--- src/rtl/srt_pkg.sv ---
package srt_pkg;
  // Action the falling-edge quotient registers take on their next update.
  typedef enum logic [2:0] {
    OTF_IDLE  = 3'd0,
    OTF_CLEAR = 3'd1,
    OTF_PLUS  = 3'd2,
    OTF_ZERO  = 3'd3,
    OTF_MINUS = 3'd4
  } otf_cmd_e;
endpackage

--- src/rtl/srt_rst_sync.sv ---
module srt_rst_sync #(
  parameter int STAGES = 2
) (
  input  logic clk,
  input  logic arst_n,
  output logic srst_n
);
  logic [STAGES-1:0] chain_q;
  logic [STAGES-1:0] chain_n;

  always_comb begin
    chain_n = {chain_q[STAGES-2:0], 1'b1};
  end

  always_ff @(posedge clk or negedge arst_n) begin
    if (!arst_n) chain_q <= '0;
    else         chain_q <= chain_n;
  end

  assign srst_n = chain_q[STAGES-1];
endmodule

--- src/rtl/srt_digit_sel.sv ---
module srt_digit_sel
  import srt_pkg::*;
#(
  parameter int W = 8
) (
  input  logic [W:0]   rem,
  input  logic [W-1:0] divisor,
  output otf_cmd_e     digit_cmd,
  output logic [W:0]   rem_next
);
  localparam int RW     = W + 2;
  localparam int HALF_I = 1 << (W - 1);
  localparam logic signed [RW-1:0] HALF = RW'(HALF_I);

  logic signed [RW-1:0] twice;
  logic signed [RW-1:0] dext;
  logic signed [RW-1:0] sum;

  always_comb begin
    twice = {rem, 1'b0};
    dext  = $signed({2'b00, divisor});
    if (twice >= HALF) begin
      digit_cmd = OTF_PLUS;
      sum       = twice - dext;
    end else if (twice < -HALF) begin
      digit_cmd = OTF_MINUS;
      sum       = twice + dext;
    end else begin
      digit_cmd = OTF_ZERO;
      sum       = twice;
    end
    rem_next = sum[W:0];
  end
endmodule

--- src/rtl/srt_otf.sv ---
module srt_otf
  import srt_pkg::*;
#(
  parameter int W = 8
) (
  input  logic         clk,
  input  logic         rst_n,
  input  otf_cmd_e     cmd,
  output logic [W-1:0] q
);
  logic [W-1:0] q_r, qm_r;
  logic [W-1:0] q_n, qm_n;

  always_comb begin
    q_n  = q_r;
    qm_n = qm_r;
    case (cmd)
      OTF_CLEAR: begin q_n = '0;                    qm_n = '1;                    end
      OTF_PLUS:  begin q_n = {q_r[W-2:0], 1'b1};    qm_n = {q_r[W-2:0], 1'b0};    end
      OTF_ZERO:  begin q_n = {q_r[W-2:0], 1'b0};    qm_n = {qm_r[W-2:0], 1'b1};   end
      OTF_MINUS: begin q_n = {qm_r[W-2:0], 1'b1};   qm_n = {qm_r[W-2:0], 1'b0};   end
      default:   begin q_n = q_r;                   qm_n = qm_r;                  end
    endcase
  end

  always_ff @(negedge clk or negedge rst_n) begin
    if (!rst_n) begin
      q_r  <= '0;
      qm_r <= '0;
    end else begin
      q_r  <= q_n;
      qm_r <= qm_n;
    end
  end

  assign q = q_r;
endmodule

--- src/rtl/srt_frac_div.sv ---
module srt_frac_div
  import srt_pkg::*;
#(
  parameter int W = 8
) (
  input  logic         clk,
  input  logic         rst_n,
  input  logic         start,
  input  logic         load,
  input  logic [W-1:0] dividend,
  input  logic [W-1:0] divisor,
  output logic [W-1:0] quotient
);
  localparam int CW = $clog2(W + 1);
  localparam logic [CW-1:0] LAST = CW'(W);

  logic          rst_sync_n;
  logic [W:0]    rem_q, rem_n, rem_step;
  logic [W-1:0]  div_q, div_n;
  logic [CW-1:0] cnt_q, cnt_n;
  otf_cmd_e      cmd_q, cmd_n, digit_cmd;
  logic          step_en;

  srt_rst_sync #(.STAGES(2)) u_rst (
    .clk    (clk),
    .arst_n (rst_n),
    .srst_n (rst_sync_n)
  );

  srt_digit_sel #(.W(W)) u_sel (
    .rem       (rem_q),
    .divisor   (div_q),
    .digit_cmd (digit_cmd),
    .rem_next  (rem_step)
  );

  assign step_en = load && !start && (cnt_q < LAST);

  always_comb begin
    rem_n = rem_q;
    div_n = div_q;
    cnt_n = cnt_q;
    cmd_n = OTF_IDLE;
    if (start) begin
      rem_n = {1'b0, dividend};
      div_n = divisor;
      cnt_n = '0;
      cmd_n = OTF_CLEAR;
    end else if (step_en) begin
      rem_n = rem_step;
      cnt_n = cnt_q + CW'(1);
      cmd_n = digit_cmd;
    end
  end

  always_ff @(posedge clk or negedge rst_sync_n) begin
    if (!rst_sync_n) begin
      rem_q <= '0;
      div_q <= '0;
      cnt_q <= '0;
      cmd_q <= OTF_IDLE;
    end else begin
      rem_q <= rem_n;
      div_q <= div_n;
      cnt_q <= cnt_n;
      cmd_q <= cmd_n;
    end
  end

  srt_otf #(.W(W)) u_otf (
    .clk   (clk),
    .rst_n (rst_sync_n),
    .cmd   (cmd_q),
    .q     (quotient)
  );
endmodule

--- config.mk ---
export PLATFORM = sky130hd
export DESIGN_NAME = srt_frac_div
export DESIGN_NICKNAME = d
export VERILOG_FILES = /design/src/rtl/srt_pkg.sv /design/src/rtl/srt_rst_sync.sv /design/src/rtl/srt_digit_sel.sv /design/src/rtl/srt_otf.sv /design/src/rtl/srt_frac_div.sv
export SDC_FILE = /design/constraint.sdc
export NUM_CORES = 1
export LEC_CHECK = 0
export BUFFER_PORTS_ARGS = -buffer_cell sky130_fd_sc_hd__clkbuf_2
export CORE_ASPECT_RATIO = 1.4
export CORE_MARGIN = 2
export CORE_UTILIZATION = 45
export CTS_BUF_LIST = sky130_fd_sc_hd__clkbuf_8
export DETAILED_ROUTE_END_ITERATION = 6
export PLACE_DENSITY = 0.7
export SLEW_MARGIN = 20
export SYNTH_ARGS = -nofsm -noshare
export SYNTH_HDL_FRONTEND = slang
export SYNTH_SLANG_ARGS = --single-unit
--- constraint.sdc ---
create_clock -name clk -period 1.2 [get_ports clk]
set_input_delay 0.3 -clock clk [delete_from_list [all_inputs] [get_ports clk]]
set_output_delay 0.3 -clock clk [all_outputs]
set_load 0.05 [all_outputs]
# Word level (Yosys, flattened, before mapping)
# Cells that the tools add are included.
dict set report op_classes {
  n_eq_ne 4
  n_shift 0
  bitwise 0
  magnitude_cmp 3
  div_mod_pow 0
  add_sub_neg 3
  n_reduce_logical 5
  n_mux 12
  n_mul 0
}
# op n
set ops {}
lappend ops {{$mux W9} 4}
lappend ops {{$pmux W8 S4} 1}
lappend ops {{$pmux W7 S4} 1}
lappend ops {{$mux W3} 4}
lappend ops {{$ge A10 B9 Y1 const B} 1}
lappend ops {{$lt A10 B8 Y1 const B} 1}
lappend ops {{$add A9 B9 Y9} 1}
lappend ops {{$sub A9 B9 Y9} 1}
lappend ops {{$mux W4} 2}
lappend ops {{$eq A3 B2 Y1 const B} 2}
lappend ops {{$add A4 B1 Y4 const B} 1}
lappend ops {{$lt A4 B4 Y1 const B} 1}
lappend ops {{$reduce_bool A4 Y1} 1}
lappend ops {{$eq A3 B1 Y1 const B} 1}
lappend ops {{$eq A3 B3 Y1 const B} 1}
lappend ops {{$logic_and A1 B1 Y1} 2}
lappend ops {{$reduce_bool A2 Y1} 1}
lappend ops {{$logic_not A1 Y1} 1}
dict set report word_totals {
  latch_bits 0
  romBits 0
  ff_bits 41
  mem_count 0
  word_cells 34
  ramBits 0
  input_bits 20
}

# Longest topological paths before layout
# Gate-level depths: netlist of the first run.
dict set report logic_depth {
  ltp_word 5
  ltp_mapped 8
  mapped_depth_nobuf 8
}

# Modules after synthesis
# Synthesis of the first run repeated with hierarchy kept, for this count alone.
dict set report unflattened {
  hier_cells 283
  area_unflattened_um2 2817.7
}
# mod cells_each area_each_um2 n_inst seq_area_each_um2
set by_module_without_submodules {}
lappend by_module_without_submodules {srt_frac_div 79 1007.2 1 600.6}
lappend by_module_without_submodules {srt_otf 91 968.4 1 375.4}
lappend by_module_without_submodules {srt_digit_sel 110 788.3 1 0.0}
lappend by_module_without_submodules {srt_rst_sync 3 53.8 1 50.0}

==> results of run 1 <==
-- worst paths after layout --
check	startpoint	endpoint	slack, ns	depth (start not counted)
hold / removal	divisor[7]	div_q[7]	0.20	3
max in group asynchronous	u_rst.chain_q[1]	u_otf.qm_r[5]	0.29	0
min in group asynchronous	rst_n	u_rst.chain_q[0]	0.30	2
setup / recovery	rem_q[1]	rem_q[8]	-0.88	6
hold reg to reg	u_rst.chain_q[0]	u_rst.chain_q[1]	0.36	0
setup reg to reg	rem_q[1]	rem_q[8]	-0.88	6
-- critical path, delay by kind of cell (launching register included) --
kind	cells	cell delay, ns
and+or+nand+nor	1	0.14
AOI/OAI and AO/OA	4	1.13
adders and majority gates	1	0.25
DFF	1	0.45
-- sequential cells by signal (all words and copies together), names as in the netlist --
name	cells
rem_q	9
div_q	8
u_otf.q	8
u_otf.qm_r	7
cnt_q	4
cmd_q	3
u_rst.chain_q	2
-- through the flow --
step	instances	instance area [um^2]	setup slack [ns]	power, mW
2_1_floorplan	308	2810	-0.743	3.33
3_3_place_gp	463	3510	-0.753	4.30
3_5_place_dp	463	3510	-0.839	4.34
4_1_cts	482	3890	-0.747	5.64
5_1_grt	487	4050	-0.947	6.30
6_report	487	4050	-0.882	5.98
-- area by class of cell --
cell class,count,area [um^2],area share
multi-input combinational,229,1750,0.433
sequential,41,1040,0.256
timing repair buffer,122,1010,0.250
tap,68,85.1,0.0210
inverter,19,71.3,0.0176
clock buffer,5,68.8,0.0170
clock inverter,3,21.3,0.00525
-- logic make-up (layout without fill, tap and decap cells) --
kind of cell / Yosys count / count (layout)
AOI/OAI and AO/OA: 97 / 97
xor gates and xnor gates: 6 / 6
adders and majority gates: 17 / 17
buffers and inverters: 38 / 149
DFF: 41 / 41
muxes: 3 / 3
other: 1 / 1
and+or+nand+nor: 105 / 105
-- report_power, final --
part,switching (mW),internal (mW),total (mW)
Sequential,0.221,1.59,1.81
Combinational,1.64,1.56,3.19
Clock,0.560,0.414,0.974
-- synth_stat cells (3+ instances only) --
cell type and number:
inv_1 19, nor2_1 35, o211ai_1 5, nand2b_1 3
a31oi_1 10, dfrtp_1 26, nor3_1 3, a221oi_1 7
ha_1 15, a21oi_1 26, buf_2 3, nor4_1 3
nor2b_1 4, nand3_1 5, clkbuf_1 15, dfrtn_1 15
and3_1 3, nand2_1 37, o21ai_0 14, o22ai_1 7
xnor2_1 4
-- routing by layer --
metal	global-route usage	vias up
met1	0.298	1306
met5	0	-
met4	0.140	0
met3	0.0432	55
met2	0.467	129
li1	-	1319
-- what timing repair did --
action                                  CTS  global route
endpoints found under the hold margin     2             0
resized for setup                        54            29
cloned                                    1             0
setup buffers                             9             5
endpoints found under the setup margin   33            34
hold buffers                              1             0
pin swaps                                35            17
==> impl_metrics.csv, run 1 <==
group,metric,value,unit
placement,dp_hpwl,5630,um
logic_synthesis,syn_nets,345,
drt,drt-vias-per-instance,5.77,
setup_path,crit_type,"reg -> reg",
sta,slew_viol_final,0,
global_routing,antenna_found_initial,0,
setup_path,crit_path_max_incr_delay,0.45,ns
logic_synthesis,ys_warn_count,0,
cts,clock_latency,0.31,ns
sta,tns,-18.91,ns
logic_synthesis,synth-simple-area-share,0.185,
floorplanning,initial_core_util,0.471,
drt,drt-initial-drc-count,150,
setup_path,cp_data_arrival_time,2.27,ns
cts,htree_levels,2,
sta,setup_viol,33,
cts,cts_max_path_buffers,2,
logic_synthesis,synth_mux_area_frac,0.0119,
drt,antenna_left,0,
sta,hold_violations,0,
floorplanning,dieArea,6460,um^2
drt,dr_wl_met2,4450,um
sta,hold_ws,0.198,ns
logic_synthesis,synth_cell_types,59,
global_routing,grt_pass1_wl,12900,um
finish,fillers,388,
sta,min_period,2.08,ns
logic_synthesis,synth_top_area_cell,"dfrtp_1",
setup_path,critPathCaptureType,"flip-flop",
drt,drt_pass1_iterations,5,
finish,final_cell_mix,"buf_4, nor2_1, nand2_1",
drt,top_layer,"met4",
setup_path,cp_slowest_cell,"dfrtp_2",
sta,rsz0062_at_grt,"true",
logic_synthesis,synth_area,2620,um^2
placement,gp_congestion,0.914,
logic_synthesis,synthXorXnorAreaFrac,0.0201,
worst_hold_path,hp-class,"in -> reg",
logic_synthesis,synth.area.top_cells,"dfrtp_1, dfrtn_1, ha_1",
setup_path,critPathMaxFanout,3,
logic_synthesis,syn_inst,308,
floorplanning,row_count,32,
logic_synthesis,synth_flop_cell,"dfrtp_1",
status,status,"finished with violations",
logic_synthesis,seq_area_frac_synth,0.392,
setup_path,crit_chain,"ha_4 -> nand2b_4 -> a2111o_1 -> a31o_1 -> a31o_1 -> a32o_1",
global_routing,grt_max_degree,18,
logic_synthesis,syn_area_per_cell,8.51,um^2
logic_synthesis,synth-compound-area-share,0.247,
drt,post_drt_wl_per_cell,17.3,um
drt,vias,2809,
sta,fmax,480,MHz
drt,wl_met3,438,um
global_routing,grtUsageTotal,0.267,
cts,ctsRootBufferMaster,"clkbuf_8",
cts,numCtsBuffers,5,
global_routing,grt-ovfl-total,0,
finish,area_growth,54.6,%
finish,fin_nets,455,
finish,n_antenna_cell,0,
setup_path,cpMostUsedCell,"a31o_1",
sta,setup_ws,-0.882,ns
floorplanning,chipWidth,68.5,um
placement,port_buffers,27,
finish,layout_commonest_cell,"buf_4",
logic_synthesis,synth-adder-area-share,0.0869,
power,peakVddDrop,0.750,mV
power,p_leak,1.85,nW
cts,cts_tree,"done",
sta,layout_worst_path_cycle_share,1.73,
floorplanning,die_h,94.3,um
power,p_per_area,1480,nW/um^2
logic_synthesis,synth_edf_count,0,
sta,finClkSkew,0.00851,ns
logic_synthesis,synthDominantCellAreaShare,0.248,
drt,m1WireLength,3040,um
global_routing,grt_pass1_vias,2783,
setup_path,cp-start-kind,"flip-flop",
floorplanning,io_pins,28,
drt,wirelength,8430,um
drt,drc,0,
finish,utilization,0.728,
logic_synthesis,synth_seq_cells,41,
cts,cts_sinks,41,
logic_synthesis,synthArstFlopShare,1.00,
setup_path,crit_required,1.39,ns
flow_run,drv_cap,0,
floorplanning,core,5570,um^2
logic_synthesis,synth_top_family_by_area,"compound AO/OA/AOI/OAI gates",
cts,cts.reportedPaths.clkPinSlew,0.09,ns
status,violations,"negative setup slack",
finish,layout-drive-gt1-share,0.475,
Power figures use the tool's default switching activity.
==> inputs of run 2 (changes only) <==
- GPL_TIMING_DRIVEN: default -> 0
- clock period: 1.2 -> 1.79 ns (I/O delays scaled with it)
==> run 2 against run 1 <==
- the run still ends with negative setup slack left
- flip-flop and latch count is the same
- total power decreased by 37%
- design area decreased by 7.7%
- critical endpoint is now quotient[3]
- largest power group unchanged
- highest routed layer unchanged
==> impl_metrics.csv, run 2 (synthesis gave the netlist of run 1 again) <==
group,metric,value,unit
drt,wirelength,8240,um
status,status,"finished with violations",
sta,setup_ws,-0.479,ns
power,peakVddDrop,0.507,mV
drt,antenna_left,0,
drt,vias,2678,
power,clkPwrFrac,0.195,
power,p_int,2.29,mW
finish,area_growth,42.7,%
sta,rsz0062_at_grt,"true",
cts,cts_max_path_buffers,2,
power,finalPower,3.78,mW
power,p_per_area,1010,nW/um^2
drt,post_drt_wl_per_cell,18.4,um
power,comb_power_share,0.480,
setup_path,worstRegToRegCells,4,
placement,port_buffers,27,
global_routing,antenna_found_initial,0,
drt,drt-vias-per-instance,5.99,
setup_path,worstReg2RegEnd,"u_otf.qm_r[4]",
global_routing,grtUsageTotal,0.264,
setup_path,timing.rr.start,"cmd_q[1]",
power,p_sw,1.50,mW
cts,numCtsBuffers,5,
finish,multi_input_area,1750,um^2
finish,final-seq-area,1030,um^2
finish,layout-drive-gt1-share,0.369,
worst_hold_path,hp-class,"reg -> async",
setup_path,crit_path_max_incr_delay,0.46,ns
setup_path,crit_family,"flip-flops",
floorplanning,row_count,32,
sta,setup_viol,28,
floorplanning,io_pins,28,
setup_path,crit_required,1.34,ns
cts,cts.reportedPaths.clkPinSlew,0.08,ns
sta,finClkSkew,0.00801,ns
setup_path,cp_data_arrival_time,1.82,ns
setup_path,r2r_slack,-0.41,ns
floorplanning,dieArea,6460,um^2
setup_path,cp_slowest_cell,"dfrtn_1",
global_routing,grt_use_met2,0.461,
power,p_leak,1.64,nW
sta,maxSlewHeadroom,0.610,
finish,final_cell_mix,"nor2_1, nand2_1, buf_4",
sta,slew_viol_final,0,
drt,drc,0,
cts,ctsRootBufferMaster,"clkbuf_8",
global_routing,grt_use_met3,0.0456,
drt,drt-initial-drc-count,216,
drt,drt_pass1_iterations,5,
power,pwr-share-seq,0.325,
setup_path,cp-start-kind,"flip-flop",
finish,fin_nets,415,
sta,tns,-9.42,ns
setup_path,critPathMaxFanout,2,
finish,largest_register_ffs,9,
global_routing,grt-ovfl-total,0,
placement,gp_congestion,0.921,
cts,htree_levels,2,
finish,n_antenna_cell,0,
status,violations,"negative setup slack",
finish,largest-register,"rem_q",
global_routing,grt_max_degree,40,
finish,fillers,410,
global_routing,grt_pass1_wl,12700,um
setup_path,crit_type,"reg -> out",
global_routing,grtUsageMet1,0.293,
placement,dp_hpwl,4800,um
setup_path,crit_cells,1,
global_routing,grt.busiest_layer,"met2",
flow_run,drv_cap,0,
floorplanning,core,5570,um^2
floorplanning,die_h,94.3,um
cts,clock_latency,0.29,ns
setup_path,crit_buf_inv,1,
cts,cts_tree,"done",
placement,place_ws,-0.511,ns
setup_path,critPathCapture,"quotient[3]",
floorplanning,chipWidth,68.5,um
power,swShare,0.395,
setup_path,critPathCaptureType,"output pin",
cts,cts_sinks,41,
sta,worstMarginPinSlew,0.585,ns
sta,hold_violations,0,
floorplanning,initial_core_util,0.471,
setup_path,setup.worst_path.start,"u_otf.q[3]",
setup_path,crit_chain,"buf_8",
global_routing,grt_pass1_vias,2633,
-- run 2: cell types whose count changed in the layout (fill, tap and decap cells not counted), sizes merged --
cell / before / now
bufinv: 0 / 1
clkinvlp: 1 / 0
clkbuf: 24 / 33
buf: 102 / 52
or2: 1 / 2
-- run 2: metal layers --
metal | routed length (um) | vias up | part of all wire
met4 | 267 | 0 | 0.032
met1 | 2950 | 1290 | 0.36
met2 | 4590 | 123 | 0.56
met3 | 430 | 25 | 0.052
li1 | - | 1240 | -
met5 | 0 | - | 0
-- run 2: stage by stage --
step / util / hold WS [ns] / area (um^2) / std cells
final: 0.672 / 0.320 / 3740 / 447
after global routing: 0.672 / 0.351 / 3740 / 447
after CTS: 0.642 / 0.332 / 3570 / 444
after detailed placement: 0.523 / 0.234 / 2910 / 403
after global placement: 0.523 / 0.234 / 2910 / 403
after floorplan: - / 0.152 / 2690 / 308
-- run 2: worst register-to-register path, stage by stage (launching register included) --
cell,delay (ns)
dfrtp_2,0.47
nor2_4,0.29
xnor2_2,0.18
o22ai_1,0.14
nor2_1,0.07
-- run 2: what timing repair did --
action                                  4_1_cts  5_1_grt
endpoints found under the hold margin         2        0
hold buffers                                  1        0
pin swaps                                    27       15
endpoints found under the setup margin       44       31
resized for setup                            77       37
setup buffers                                31        6
gates cloned                                  4        0
-- run 2: worst min path at each step --
stage	from	end	slack [ns]	depth (start not counted)
2_1_floorplan	rst_n	u_rst.chain_q[0]	0.15	0
3_3_place_gp	rst_n	u_rst.chain_q[0]	0.23	1
3_5_place_dp	rst_n	u_rst.chain_q[0]	0.23	1
4_1_cts	u_rst.chain_q[1]	rem_q[0]	0.33	0
5_1_grt	divisor[1]	div_q[1]	0.35	3
6_report	u_rst.chain_q[1]	cnt_q[0]	0.32	0
-- run 2: final cells by class --
cell class	instances	area share
multi-input cells	230	0.468
clock inverters	3	0.0104
flip-flops and latches	41	0.276
plain buffers	15	0.0358
inverters	19	0.0191
well taps	68	0.0228
clock buffers	5	0.0184
repair buffers	66	0.149
-- run 2: power by group through the flow --
stage | Combinational (mW) | Clock, mW | Sequential [mW]
2_1_floorplan | 0.856 | 0 | 1.30
3_5_place_dp | 1.22 | 0 | 1.24
3_3_place_gp | 1.19 | 0 | 1.23
5_1_grt | 1.95 | 0.793 | 1.25
6_report | 1.82 | 0.739 | 1.23
4_1_cts | 1.60 | 0.761 | 1.20
